## config.mk

```make
export PLATFORM = sky130hd
export DESIGN_NAME = dma_chan_stat
export DESIGN_NICKNAME = d
export VERILOG_FILES = /design/src/rtl/dcs_pkg.sv /design/src/rtl/dcs_count.sv /design/src/rtl/dcs_start_chk.sv /design/src/rtl/dcs_flags.sv /design/src/rtl/dma_chan_stat.sv
export SDC_FILE = /design/constraint.sdc
export NUM_CORES = 1
export LEC_CHECK = 0
export BUFFER_PORTS_ARGS = -buffer_cell sky130_fd_sc_hd__buf_2
export CAP_MARGIN = 10
export CORE_MARGIN = 3
export CORE_UTILIZATION = 47
export CTS_BUF_LIST = sky130_fd_sc_hd__clkbuf_4 sky130_fd_sc_hd__clkbuf_8 sky130_fd_sc_hd__clkbuf_16
export DETAILED_ROUTE_END_ITERATION = 10
export HOLD_SLACK_MARGIN = 0.05
export MAX_ROUTING_LAYER = met4
export PLACE_DENSITY = 0.8
export SETUP_SLACK_MARGIN = 0.2
export SYNTH_ARGS = -nofsm -noshare
export SYNTH_HDL_FRONTEND = slang
export SYNTH_HIERARCHICAL = 1
export SYNTH_SLANG_ARGS = --single-unit
```

## constraint.sdc

```tcl
create_clock -name clk -period 6.7 [get_ports clk]
set_input_delay 1.34 -clock clk [delete_from_list [all_inputs] [get_ports clk]]
set_output_delay 1.34 -clock clk [all_outputs]
set_load 0.05 [all_outputs]
```

## src/rtl/dcs_pkg.sv

```systemverilog
package dcs_pkg;

    localparam int WORD_W   = 32;
    localparam int BIT_CE   = 30;
    localparam int BIT_BES  = 29;
    localparam int BIT_BED  = 28;
    localparam int BIT_REQ  = 26;
    localparam int BIT_BUSY = 25;
    localparam int BIT_DONE = 24;
    localparam int STAT_LANE = 3;

    typedef enum logic [1:0] {
        SZ_BYTE = 2'd0,
        SZ_HALF = 2'd1,
        SZ_WORD = 2'd2,
        SZ_RSVD = 2'd3
    } xfer_size_e;

    typedef struct packed {
        logic ce;
        logic bes;
        logic bed;
        logic req;
        logic busy;
        logic done;
    } stat_t;

    function automatic logic [2:0] step_of(input xfer_size_e s);
        case (s)
            SZ_HALF: return 3'd2;
            SZ_WORD: return 3'd4;
            default: return 3'd1;
        endcase
    endfunction

    function automatic logic size_fits(input xfer_size_e s, input logic [1:0] low);
        case (s)
            SZ_BYTE: return 1'b1;
            SZ_HALF: return ~low[0];
            SZ_WORD: return (low == 2'b00);
            default: return 1'b0;
        endcase
    endfunction

endpackage

```

## src/rtl/dcs_count.sv

```systemverilog
module dcs_count
    import dcs_pkg::*;
#(
    parameter int CNT_W = 24
) (
    input  logic             clk,
    input  logic             rst,
    input  logic             clr,
    input  logic             load_en,
    input  logic [CNT_W/8-1:0] lane_en,
    input  logic [CNT_W-1:0] load_data,
    input  logic             dec_en,
    input  logic [2:0]       step,
    output logic [CNT_W-1:0] cnt,
    output logic             last_beat
);
    localparam int LANES = CNT_W / 8;

    logic [CNT_W-1:0] merged;
    logic [CNT_W-1:0] step_ext;
    logic             at_end;
    logic [CNT_W-1:0] dec_val;

    for (genvar g = 0; g < LANES; g++) begin : g_lane
        assign merged[g*8 +: 8] = lane_en[g] ? load_data[g*8 +: 8] : cnt[g*8 +: 8];
    end

    assign step_ext  = CNT_W'(step);
    assign at_end    = (cnt <= step_ext);
    assign dec_val   = at_end ? '0 : (cnt - step_ext);
    assign last_beat = dec_en && at_end;

    always_ff @(posedge clk) begin
        if (rst) begin
            cnt <= '0;
        end else if (clr) begin
            cnt <= '0;
        end else if (dec_en) begin
            cnt <= dec_val;
        end else if (load_en) begin
            cnt <= merged;
        end
    end

endmodule

```

## src/rtl/dcs_start_chk.sv

```systemverilog
module dcs_start_chk
    import dcs_pkg::*;
(
    input  logic       start,
    input  logic       busy,
    input  xfer_size_e size,
    input  logic [1:0] cnt_low,
    input  logic       cnt_zero,
    output logic       go,
    output logic       empty_done,
    output logic       cfg_err
);
    logic attempt;
    logic fits;

    assign attempt    = start && !busy;
    assign fits       = size_fits(size, cnt_low);
    assign cfg_err    = attempt && !fits;
    assign go         = attempt && fits && !cnt_zero;
    assign empty_done = attempt && fits && cnt_zero;

endmodule

```

## src/rtl/dcs_flags.sv

```systemverilog
module dcs_flags
    import dcs_pkg::*;
(
    input  logic  clk,
    input  logic  rst,
    input  logic  clr,
    input  logic  go,
    input  logic  empty_done,
    input  logic  cfg_err,
    input  logic  last_beat,
    input  logic  src_ev,
    input  logic  dst_ev,
    input  logic  req_in,
    output stat_t stat
);
    always_ff @(posedge clk) begin
        if (rst) begin
            stat <= '0;
        end else begin
            stat.req <= req_in;
            if (clr) begin
                stat.ce   <= 1'b0;
                stat.bes  <= 1'b0;
                stat.bed  <= 1'b0;
                stat.busy <= 1'b0;
                stat.done <= 1'b0;
            end else begin
                if (cfg_err)    stat.ce   <= 1'b1;
                if (go)         stat.busy <= 1'b1;
                if (empty_done) stat.done <= 1'b1;
                if (src_ev)     stat.bes  <= 1'b1;
                if (dst_ev)     stat.bed  <= 1'b1;
                if (src_ev || dst_ev || last_beat) begin
                    stat.busy <= 1'b0;
                    stat.done <= 1'b1;
                end
            end
        end
    end

endmodule

```

## src/rtl/dma_chan_stat.sv

```systemverilog
module dma_chan_stat
    import dcs_pkg::*;
#(
    parameter int CNT_W = 24
) (
    input  logic        clk,
    input  logic        rst,
    input  logic        wr_en,
    input  logic [3:0]  wr_be,
    input  logic [31:0] wr_data,
    input  logic        start,
    input  logic [1:0]  xfer_size,
    input  logic        beat,
    input  logic        err_src,
    input  logic        err_dst,
    input  logic        req_in,
    output logic [31:0] rd_data
);
    localparam int LANES = CNT_W / 8;

    stat_t            stat_q;
    xfer_size_e       size_q;
    xfer_size_e       size_in;
    logic [CNT_W-1:0] cnt_q;
    logic             clr;
    logic             busy_w;
    logic             any_err;
    logic             src_ev;
    logic             dst_ev;
    logic             dec_en;
    logic             load_en;
    logic             last_beat;
    logic             go;
    logic             empty_done;
    logic             cfg_err;
    logic [2:0]       cur_step;

    assign size_in  = xfer_size_e'(xfer_size);
    assign busy_w   = stat_q.busy;
    assign clr      = wr_en && wr_be[STAT_LANE] && wr_data[BIT_DONE];
    assign any_err  = err_src || err_dst;
    assign src_ev   = busy_w && !clr && err_src;
    assign dst_ev   = busy_w && !clr && err_dst;
    assign dec_en   = busy_w && !clr && beat && !any_err;
    assign load_en  = wr_en && (|wr_be[LANES-1:0]) && !busy_w && !start;
    assign cur_step = step_of(size_q);

    always_ff @(posedge clk) begin
        if (rst) begin
            size_q <= SZ_BYTE;
        end else if (go) begin
            size_q <= size_in;
        end
    end

    dcs_start_chk u_start (
        .start      (start && !clr),
        .busy       (busy_w),
        .size       (size_in),
        .cnt_low    (cnt_q[1:0]),
        .cnt_zero   (cnt_q == '0),
        .go         (go),
        .empty_done (empty_done),
        .cfg_err    (cfg_err)
    );

    dcs_count #(.CNT_W(CNT_W)) u_count (
        .clk       (clk),
        .rst       (rst),
        .clr       (clr),
        .load_en   (load_en),
        .lane_en   (wr_be[LANES-1:0]),
        .load_data (wr_data[CNT_W-1:0]),
        .dec_en    (dec_en),
        .step      (cur_step),
        .cnt       (cnt_q),
        .last_beat (last_beat)
    );

    dcs_flags u_flags (
        .clk        (clk),
        .rst        (rst),
        .clr        (clr),
        .go         (go),
        .empty_done (empty_done),
        .cfg_err    (cfg_err),
        .last_beat  (last_beat),
        .src_ev     (src_ev),
        .dst_ev     (dst_ev),
        .req_in     (req_in),
        .stat       (stat_q)
    );

    always_comb begin
        rd_data              = '0;
        rd_data[CNT_W-1:0]   = cnt_q;
        rd_data[BIT_CE]      = stat_q.ce;
        rd_data[BIT_BES]     = stat_q.bes;
        rd_data[BIT_BED]     = stat_q.bed;
        rd_data[BIT_REQ]     = stat_q.req;
        rd_data[BIT_BUSY]    = stat_q.busy;
        rd_data[BIT_DONE]    = stat_q.done;
    end

endmodule

```

==> results of run 1 <==
## routing by layer
layer / vias up / track usage [%] / share of wire (%)
met5: - / - / 0
met4: 0 / 9.631 / 1.6
met3: 13 / 5.234 / 9.6
met2: 112 / 35.87 / 45
met1: 1086 / 34.09 / 44
li1: 1138 / - / -
## critical path: stages
cell	delay [ns]
buf_2	0.11
nand3_1	0.14
and4_1	0.62
inv_1	0.49
or4_1	0.62
a32oi_1	0.16
o31ai_1	0.09
## final cells by class
type,instances,area (sq um)
Timing Repair Buffer,69,347.8
Multi-Input combinational cell,209,1368
Tap cell,50,62.56
Clock inverter,1,5.005
Sequential cell,32,640.6
Inverter,9,33.78
Clock buffer,6,76.32
Fill cell,386,1610
## how the worst max path moves through the flow
| stage | start | to | cells after the start |
|---|---|---|---|
| after CTS | wr_en | u_count/cnt[19]$_SDFFE_PP0P_ | 7 |
| after detailed placement | wr_en | u_count/cnt[19]$_SDFFE_PP0P_ | 7 |
| final | wr_en | u_count/cnt[19]$_SDFFE_PP0P_ | 7 |
| after global routing | wr_en | u_count/cnt[19]$_SDFFE_PP0P_ | 7 |
| after floorplan | wr_data[24] | u_flags/stat[0]$_SDFFE_PP0P_ | 8 |
| after global placement | wr_en | u_count/cnt[19]$_SDFFE_PP0P_ | 7 |
## cells in the mapped netlist, drive strengths merged (2+ instances only)
cell type  count  share of area (%)
a31oi          2               0.60
nand2         13                2.3
a21o           3                1.1
inv            9                1.6
a32oi          2               0.84
dfxtp         32                 31
a22oi          2               0.72
a211o          3                1.3
nor2b          2               0.60
o22ai          6                1.8
a21oi         16                3.8
nor3          11                2.6
xor2           3                1.3
or2            4                1.2
and2           2               0.60
o41ai          3                1.3
buf            4                1.3
mux2i          4                1.9
nor2          27                4.8
xnor2          5                2.1
or4            4                1.4
a32o           2               0.95
o21a           6                2.1
nor4          16                5.4
or3            9                3.2
clkbuf         8                1.5
a221o          2               0.95
a221oi         5                2.1
o21ai          9                2.1
o31a           2               0.84
nand3          6                1.4
and3          13                3.9
a211oi         3                1.1
ha             5                3.0
## per-stage QoR
stage	area (sq um)	hold WS, ns	power (mW)
after floorplan	2101	0.4871	0.4155
after global placement	2452	0.4440	0.4721
after detailed placement	2452	0.4552	0.4752
after CTS	2534	0.4712	0.6213
after global routing	2534	0.4830	0.6614
final	2534	0.4648	0.6227
## logic make-up (layout without fill, tap and decap cells)
kind of cell | count (synthesis) | in the layout | synth area share (%)
simple gates | 114 | 114 | 30.19
compound gates | 75 | 75 | 25.48
buf+inv | 21 | 85 | 4.415
xor+xnor | 8 | 8 | 3.341
mux | 4 | 4 | 1.909
fa+ha+maj | 6 | 6 | 3.938
flops | 32 | 32 | 30.55
other cells | 1 | 2 | 0.1788
## sequential cells by signal, summed over array words and instances (netlist names)
name and flops:
u_count/cnt 24, u_flags/stat 6, size_q 2
## where the power goes
group | internal [mW] | switching (mW)
clock | 0.0746 | 0.0710
combinational | 0.0925 | 0.167
sequential | 0.202 | 0.0158
total | 0.369 | 0.253
==> flow_summary.toml, run 1 <==
[status]
status = "complete, no violations"

[detailed_routing]
drtIter0Drc = 232
firstDrtPassIters = 4
routed_via_density = 6.247
post_drt_wl_per_cell_um = 16.46
dr_total_vias = 2349
drtAntennaViolNets = 0
drcViolationCount = 0
wl_mm = 6.189

[synthesis]
synth-edff-count = 0
synth_area_sq_mm = 0.002097
syn_inst = 261
postSynth.asyncResetShare_pct = 0
ys_ff_latch = 32
yosys.cell_types.count = 57
ys_seq_area_share_pct = 30.55
avgSynthCellArea_sq_um = 8.035
yosys_warnings = 6
synthFlopType = "dfxtp_1"

[critical_path]
cp.required_ns = 6.86
rr_endpoint = "u_count/cnt[16]$_SDFFE_PP0P_"
r2r-start = "size_q[0]$_SDFFE_PP0P_"
worstRegToRegCells = 10
crit_path_max_fanout = 20
crit_path_start_kind = "input pin"
path_class = "input pin to register"
r2r_slack_ns = 3.61
crit_path_end_kind = "register"
cp.arrival_ns = 3.58

[die]
coreArea_sq_mm = 0.004144
ios = 78
start_util_pct = 50.60
core.rowCount = 23
dieHeight_um = 72.80
die_area_sq_mm = 0.005299
die_w_um = 72.80

[power]
p_per_area_mw_per_mm2 = 245.8
cellLeakagePower_nw = 1.225
peakVddDrop_mv = 0.1100

[clock_tree]
post-cts-setup-buffers = 0
clock_path_buffers = 2
ctsHoldBuffers = 0
numCtsBuffers = 5
cts_tree = "yes"
insertion_delay_ns = 0.29
clk_pin_slew_ns = 0.07
htree_levels = 2
clock-sinks = 32
cts-root-buf = "clkbuf_8"
cts-resized-gates = 0

[final_layout]
syn_to_final_growth_pct = 20.82
nNetsFinal = 378
drive_gt1_share_pct = 26.07
diodes = 0
layout_common_cells = "buf_2, dfxtp_1, nor2_1"
fin_util_pct = 61.14
fin_cells = 376
final_common_cell = "buf_2"

[place]
place_congestion = 0.9431
post-place-ws_ns = 3.018
dpl.hpwl_mm = 4.473
numPortBuffers = 68
dp.cells = 369

[timing]
finalWorstSetupSlack_ns = 3.272
worstMarginPinSlew_ns = 0.8575
hold_violations = 0
clock_skew_ns = 0.006541
slew_headroom_pct = 42.62
min_period_ns = 3.428
slew_violations = 0
finalSetupViolations = 0
fin_crit_sh_pct = 51.16
fin_tns_setup_ns = 0
fmax_ghz = 0.2917
rsz0062_at_grt = "no"

[run]
drv_cap = 0

[hold_path]
hold_class = "register to register"
worstHoldStart = "u_flags/stat[3]$_SDFFE_PP0P_"
min_path_cells = 1
holdPathEnd = "u_flags/stat[3]$_SDFFE_PP0P_"

[global_route]
antenna_found_initial = 0
grt_pass1_wl_mm = 10.14
track_usage_pct = 24.93
gr-total-overflow = 0
grt_max_degree = 21
grt_pass1_vias = 2169
(Power assumes the default switching activity.)
==> run 2: changes to the inputs <==
==> constraint.sdc (replaced) <==
create_clock -name clk -period 3.5 [get_ports clk]
set_input_delay 0.7 -clock clk [delete_from_list [all_inputs] [get_ports clk]]
set_output_delay 0.7 -clock clk [all_outputs]
set_load 0.05 [all_outputs]
==> flow_summary.toml, run 2 (synthesized netlist as in run 1, its figures left out) <==
[status]
status = "complete, no violations"

[die]
coreArea_sq_mm = 0.004144
start_util_pct = 50.60
die_w_um = 72.80
core.rowCount = 23
ios = 78
die_area_sq_mm = 0.005299
dieHeight_um = 72.80

[place]
dpl.hpwl_mm = 4.510
place_area_sq_mm = 0.002475
place_congestion = 0.9403
post-place-ws_ns = 0.4766
numPortBuffers = 68
dp.cells = 372

[final_layout]
syn_to_final_growth_pct = 22.67
largest_reg_flops = 24
drive_gt1_share_pct = 26.97
multi_input_area_sq_mm = 0.001368
seq_area_sq_um = 640.6
fin_cells = 380
regMostFlops = "u_count/cnt"
reg_top3 = "u_count/cnt x24, u_flags/stat x6, size_q x2"
final_common_cell = "buf_2"
diodes = 0
finalInstanceArea_sq_mm = 0.002572
nNetsFinal = 381
fillers = 385
layout_common_cells = "buf_2, dfxtp_1, nor2_1"

[timing]
worstMarginPinSlew_ns = 0.6733
clock_skew_ns = 0.003490
fin_crit_sh_pct = 89.09
fin_tns_setup_ns = 0
hold_violations = 0
slew_violations = 0
finalWorstSetupSlack_ns = 0.3819
slew_headroom_pct = 55.11
finalSetupViolations = 0
min_period_ns = 3.118
rsz0062_at_grt = "no"
fmax_ghz = 0.3207

[critical_path]
crit_path_max_fanout = 13
cp.required_ns = 3.68
crit_path_start_kind = "register"
path_class = "register to register"
worstRegToRegCells = 10
crit_path_end_kind = "register"
cp.arrival_ns = 3.30

[power]
cellLeakagePower_nw = 1.247
pwr-share-seq_pct = 34.0
pwr-share-comb_pct = 40.8
p_sw_mw = 0.4863
p_per_area_mw_per_mm2 = 478.0
p_sw_share_pct = 39.54
intPower_mw = 0.7435
pwr-share-clk_pct = 25.2
peakVddDrop_mv = 0.2078

[clock_tree]
post-cts-setup-buffers = 0
ctsHoldBuffers = 0
htree_levels = 2
cts-resized-gates = 0
insertion_delay_ns = 0.29
clk_pin_slew_ns = 0.07
cts_tree = "yes"
cts-root-buf = "clkbuf_8"
clock_path_buffers = 2
clock-sinks = 32
numCtsBuffers = 5

[hold_path]
min_path_cells = 1
hold_class = "register to register"

[detailed_routing]
top_layer_used = "met4"
wl_mm = 6.270
drtIter0Drc = 219
drtAntennaViolNets = 0
post_drt_wl_per_cell_um = 16.50
wl_met2_mm = 2.840
wl_met1_mm = 2.757
drcViolationCount = 0
routed_via_density = 6.300
firstDrtPassIters = 4
dr_total_vias = 2394
wl_met3_um = 565

[global_route]
grt_pass1_wl_mm = 10.12
grt_max_degree = 21
gr-total-overflow = 0
antenna_found_initial = 0
grt_pass1_vias = 2146
track_usage_pct = 25.07

[run]
drv_cap = 0
==> run 2: cell types whose count changed in the layout (fill, tap and decap cells not counted) <==
cell	before	now
buf_4	1	4
clkbuf_4	1	2
clkbuf_8	5	6
clkinv_2	1	0
==> run 2: power groups by stage <==
stage / clock network (mW) / registers (mW) / logic (mW)
finish: 0.310 / 0.418 / 0.502
global route: 0.334 / 0.421 / 0.546
CTS: 0.320 / 0.417 / 0.494
detailed placement: 0 / 0.425 / 0.490
global placement: 0 / 0.424 / 0.484
floorplan: 0 / 0.489 / 0.307
==> run 2: routing by layer <==
metal | track usage, % | up-vias
met1 | 33.08 | 1121
li1 | - | 1140
met4 | 9.426 | 0
met2 | 37.47 | 120
met3 | 5.510 | 13
met5 | - | -
==> run 2: path summary, 6_finish.rpt <==
check | start | end | slack, ns
setup / recovery | size_q[0]$_SDFFE_PP0P_ | u_count/cnt[21]$_SDFFE_PP0P_ | 0.38
setup reg to reg | size_q[0]$_SDFFE_PP0P_ | u_count/cnt[21]$_SDFFE_PP0P_ | 0.38
hold reg to reg | u_flags/stat[5]$_SDFFE_PP0P_ | u_flags/stat[5]$_SDFFE_PP0P_ | 0.46
hold / removal | u_flags/stat[5]$_SDFFE_PP0P_ | u_flags/stat[5]$_SDFFE_PP0P_ | 0.46
==> run 2: metrics by stage <==
step	hold slack [ns]	utilization [%]	power, mW
detailed placement	0.4492	59.72	0.9146
CTS	0.4642	62.08	1.231
global route	0.4751	62.08	1.301
finish	0.4622	62.08	1.230
global placement	0.4441	59.72	0.9081
floorplan	0.4871	-	0.7954
==> run 2: critical path, stage by stage (launching register included) <==
cell,delay (ns)
dfxtp_1,0.35
inv_1,0.05
ha_1,0.28
ha_1,0.19
inv_1,0.06
fa_1,0.44
a21oi_1,0.18
o2111ai_1,0.29
o211ai_2,0.63
o21ai_0,0.23
a221o_1,0.31
==> run 2: final cells by class <==
class / instances / share of cell area (%)
repair buffers: 72 / 14.40
multi-input cells: 209 / 53.16
well taps: 50 / 2.432
flip-flops and latches: 32 / 24.90
clock buffers: 8 / 3.794
inverters: 9 / 1.313
==> run 3: changes to the inputs <==
--- a/config.mk
+++ b/config.mk
@@ -13,9 +13,8 @@
 export DETAILED_ROUTE_END_ITERATION = 10
 export HOLD_SLACK_MARGIN = 0.05
 export MAX_ROUTING_LAYER = met4
-export PLACE_DENSITY = 0.8
+export PLACE_DENSITY = 0.76
 export SETUP_SLACK_MARGIN = 0.2
 export SYNTH_ARGS = -nofsm -noshare
 export SYNTH_HDL_FRONTEND = slang
-export SYNTH_HIERARCHICAL = 1
 export SYNTH_SLANG_ARGS = --single-unit
==> flow_summary.toml, run 3 <==
[detailed_routing]
firstDrtPassIters = 5
drtAntennaViolNets = 0
dr_total_vias = 2234
post_drt_wl_per_cell_um = 14.91
drtIter0Drc = 161
routed_via_density = 5.894
drcViolationCount = 0
wl_mm = 5.651

[power]
power_mw = 1.221
p_per_area_mw_per_mm2 = 465.2
cellLeakagePower_nw = 1.158
peakVddDrop_mv = 0.2004

[critical_path]
path_class = "register to register"
cp.required_ns = 3.71
crit_path_end_kind = "register"
r2r-start = "size_q[0]$_SDFFE_PP0P_"
crit_path_max_fanout = 15
crit_end = "u_count.cnt[21]$_SDFFE_PP0P_"
crit_path_start_kind = "register"
worstRegToRegCells = 11
r2r_slack_ns = 0.67
cp.arrival_ns = 3.04
rr_endpoint = "u_count.cnt[21]$_SDFFE_PP0P_"
cp-startpoint = "size_q[0]$_SDFFE_PP0P_"

[die]
core.rowCount = 24
die_area_sq_mm = 0.005563
dieHeight_um = 74.59
coreArea_sq_mm = 0.004444
die_w_um = 74.59
ios = 78
start_util_pct = 49.75

[place]
dpl.hpwl_mm = 4.133
numPortBuffers = 68
place_congestion = 0.7682
post-place-ws_ns = 0.6976
place_area_sq_mm = 0.002527

[clock_tree]
numCtsBuffers = 5
clk_pin_slew_ns = 0.07
cts_tree = "yes"
insertion_delay_ns = 0.28
htree_levels = 2
cts-root-buf = "clkbuf_8"
post-cts-setup-buffers = 0
ctsHoldBuffers = 0
cts-resized-gates = 0
clock-sinks = 32
clock_path_buffers = 2

[final_layout]
diodes = 0
layout_common_cells = "buf_2, dfxtp_1, nand2_1"
drive_gt1_share_pct = 28.13
syn_to_final_growth_pct = 18.73
final_common_cell = "buf_2"
fillers = 429
largest_reg_flops = 24
finalInstanceArea_sq_mm = 0.002625
regMostFlops = "u_count.cnt"
nNetsFinal = 378
reg_top3 = "u_count.cnt x24, u_flags.stat x6, size_q x2"

[synthesis]
yosys_warnings = 0
syn_inst = 266
synth_area_sq_mm = 0.002211
synthFlopType = "dfxtp_1"
ys_ff_latch = 32
yosysMostFrequentCell = "dfxtp_1"
ys_seq_area_share_pct = 28.98
synth_commonest_cells = "dfxtp_1, nand2_1, nor2_1"
postSynth.asyncResetShare_pct = 0
avgSynthCellArea_sq_um = 8.312
yosys.area.top_type = "dfxtp_1"
synth_top_area_share_pct = 28.98
synth.top_cells.by_area = "dfxtp_1, mux2_1, nand3_1"
synth-edff-count = 0
yosys.cell_types.count = 56

[global_route]
grt_pass1_wl_mm = 9.342
grt_max_degree = 29
track_usage_pct = 22.06
gr-total-overflow = 0
grt_pass1_vias = 1973
antenna_found_initial = 0

[timing]
rsz0062_at_grt = "no"
finalSetupViolations = 0
fmax_ghz = 0.3528
slew_violations = 0
slew_headroom_pct = 45.60
finalWorstSetupSlack_ns = 0.6659
min_period_ns = 2.834
fin_tns_setup_ns = 0
hold_violations = 0
fin_crit_sh_pct = 80.97
worstMarginPinSlew_ns = 0.8121
clock_skew_ns = 0.004288

[status]
status = "complete, no violations"

[hold_path]
worstHoldStart = "u_flags.stat[3]$_SDFFE_PP0P_"
hold_class = "register to register"

[run]
drv_cap = 0
## run 3: power breakdown
group          leakage [nW]  total (mW)  switching, mW  internal (mW)
sequential            0.260       0.417         0.0310          0.386
clock                0.0523       0.319          0.143          0.176
combinational         0.845       0.486          0.303          0.183
total                  1.16        1.22          0.476          0.745
## run 3: per-layer routing
metal / share of wire (%) / vias up / global-route usage (%)
met5: 0 / - / -
met4: 0.57 / 0 / 5.336
met3: 5.9 / 4 / 4.459
li1: - / 1108 / -
met1: 46 / 1053 / 29.05
met2: 48 / 69 / 34.73
## run 3: critical path: stages, from the launching register on
cell	delay [ns]
dfxtp_1	0.35
inv_1	0.05
ha_1	0.29
ha_1	0.21
inv_1	0.08
fa_1	0.25
a21oi_1	0.09
o211a_1	0.25
a31oi_2	0.66
buf_4	0.29
o21ai_1	0.08
a31oi_1	0.16
## run 3: stage by stage
step	hold slack, ns	cells	util, %
floorplan	0.4642	267	-
global placement	0.4487	371	56.87
detailed placement	0.4583	371	56.87
CTS	0.4742	379	59.07
global route	0.5199	379	59.07
finish	0.4679	379	59.07
## run 3: cell type report
type / count / area, sq um / area share (%)
well taps: 52 / 65.06 / 2.479
inverters: 8 / 30.03 / 1.144
multi-input cells: 207 / 1421 / 54.15
repair buffers: 72 / 370.4 / 14.11
clock buffers: 8 / 97.59 / 3.718
flip-flops and latches: 32 / 640.6 / 24.40
## run 3: how the worst min path moves through the flow
stage / slack [ns] / end / depth (start not counted)
6_report: 0.47 / u_flags.stat[3]$_SDFFE_PP0P_ / 2
2_1_floorplan: 0.46 / size_q[1]$_SDFFE_PP0P_ / 2
4_1_cts: 0.47 / u_flags.stat[4]$_SDFFE_PP0P_ / 2
3_3_place_gp: 0.45 / u_flags.stat[4]$_SDFFE_PP0P_ / 2
5_1_grt: 0.52 / u_flags.stat[5]$_SDFFE_PP0P_ / 2
3_5_place_dp: 0.46 / u_flags.stat[4]$_SDFFE_PP0P_ / 2
## run 3: kinds of logic (layout without fill, tap and decap cells)
family          Yosys count  count (layout)  share of synthesized area (%)
other cells               1               2                         0.1696
buf+inv                  28              88                          6.905
fa+ha+maj                 6               6                          3.735
simple gates            105             105                          27.22
flops                    32              32                          28.98
mux                      14              14                          7.131
compound gates           70              70                          21.90
xor+xnor                 10              10                          3.962
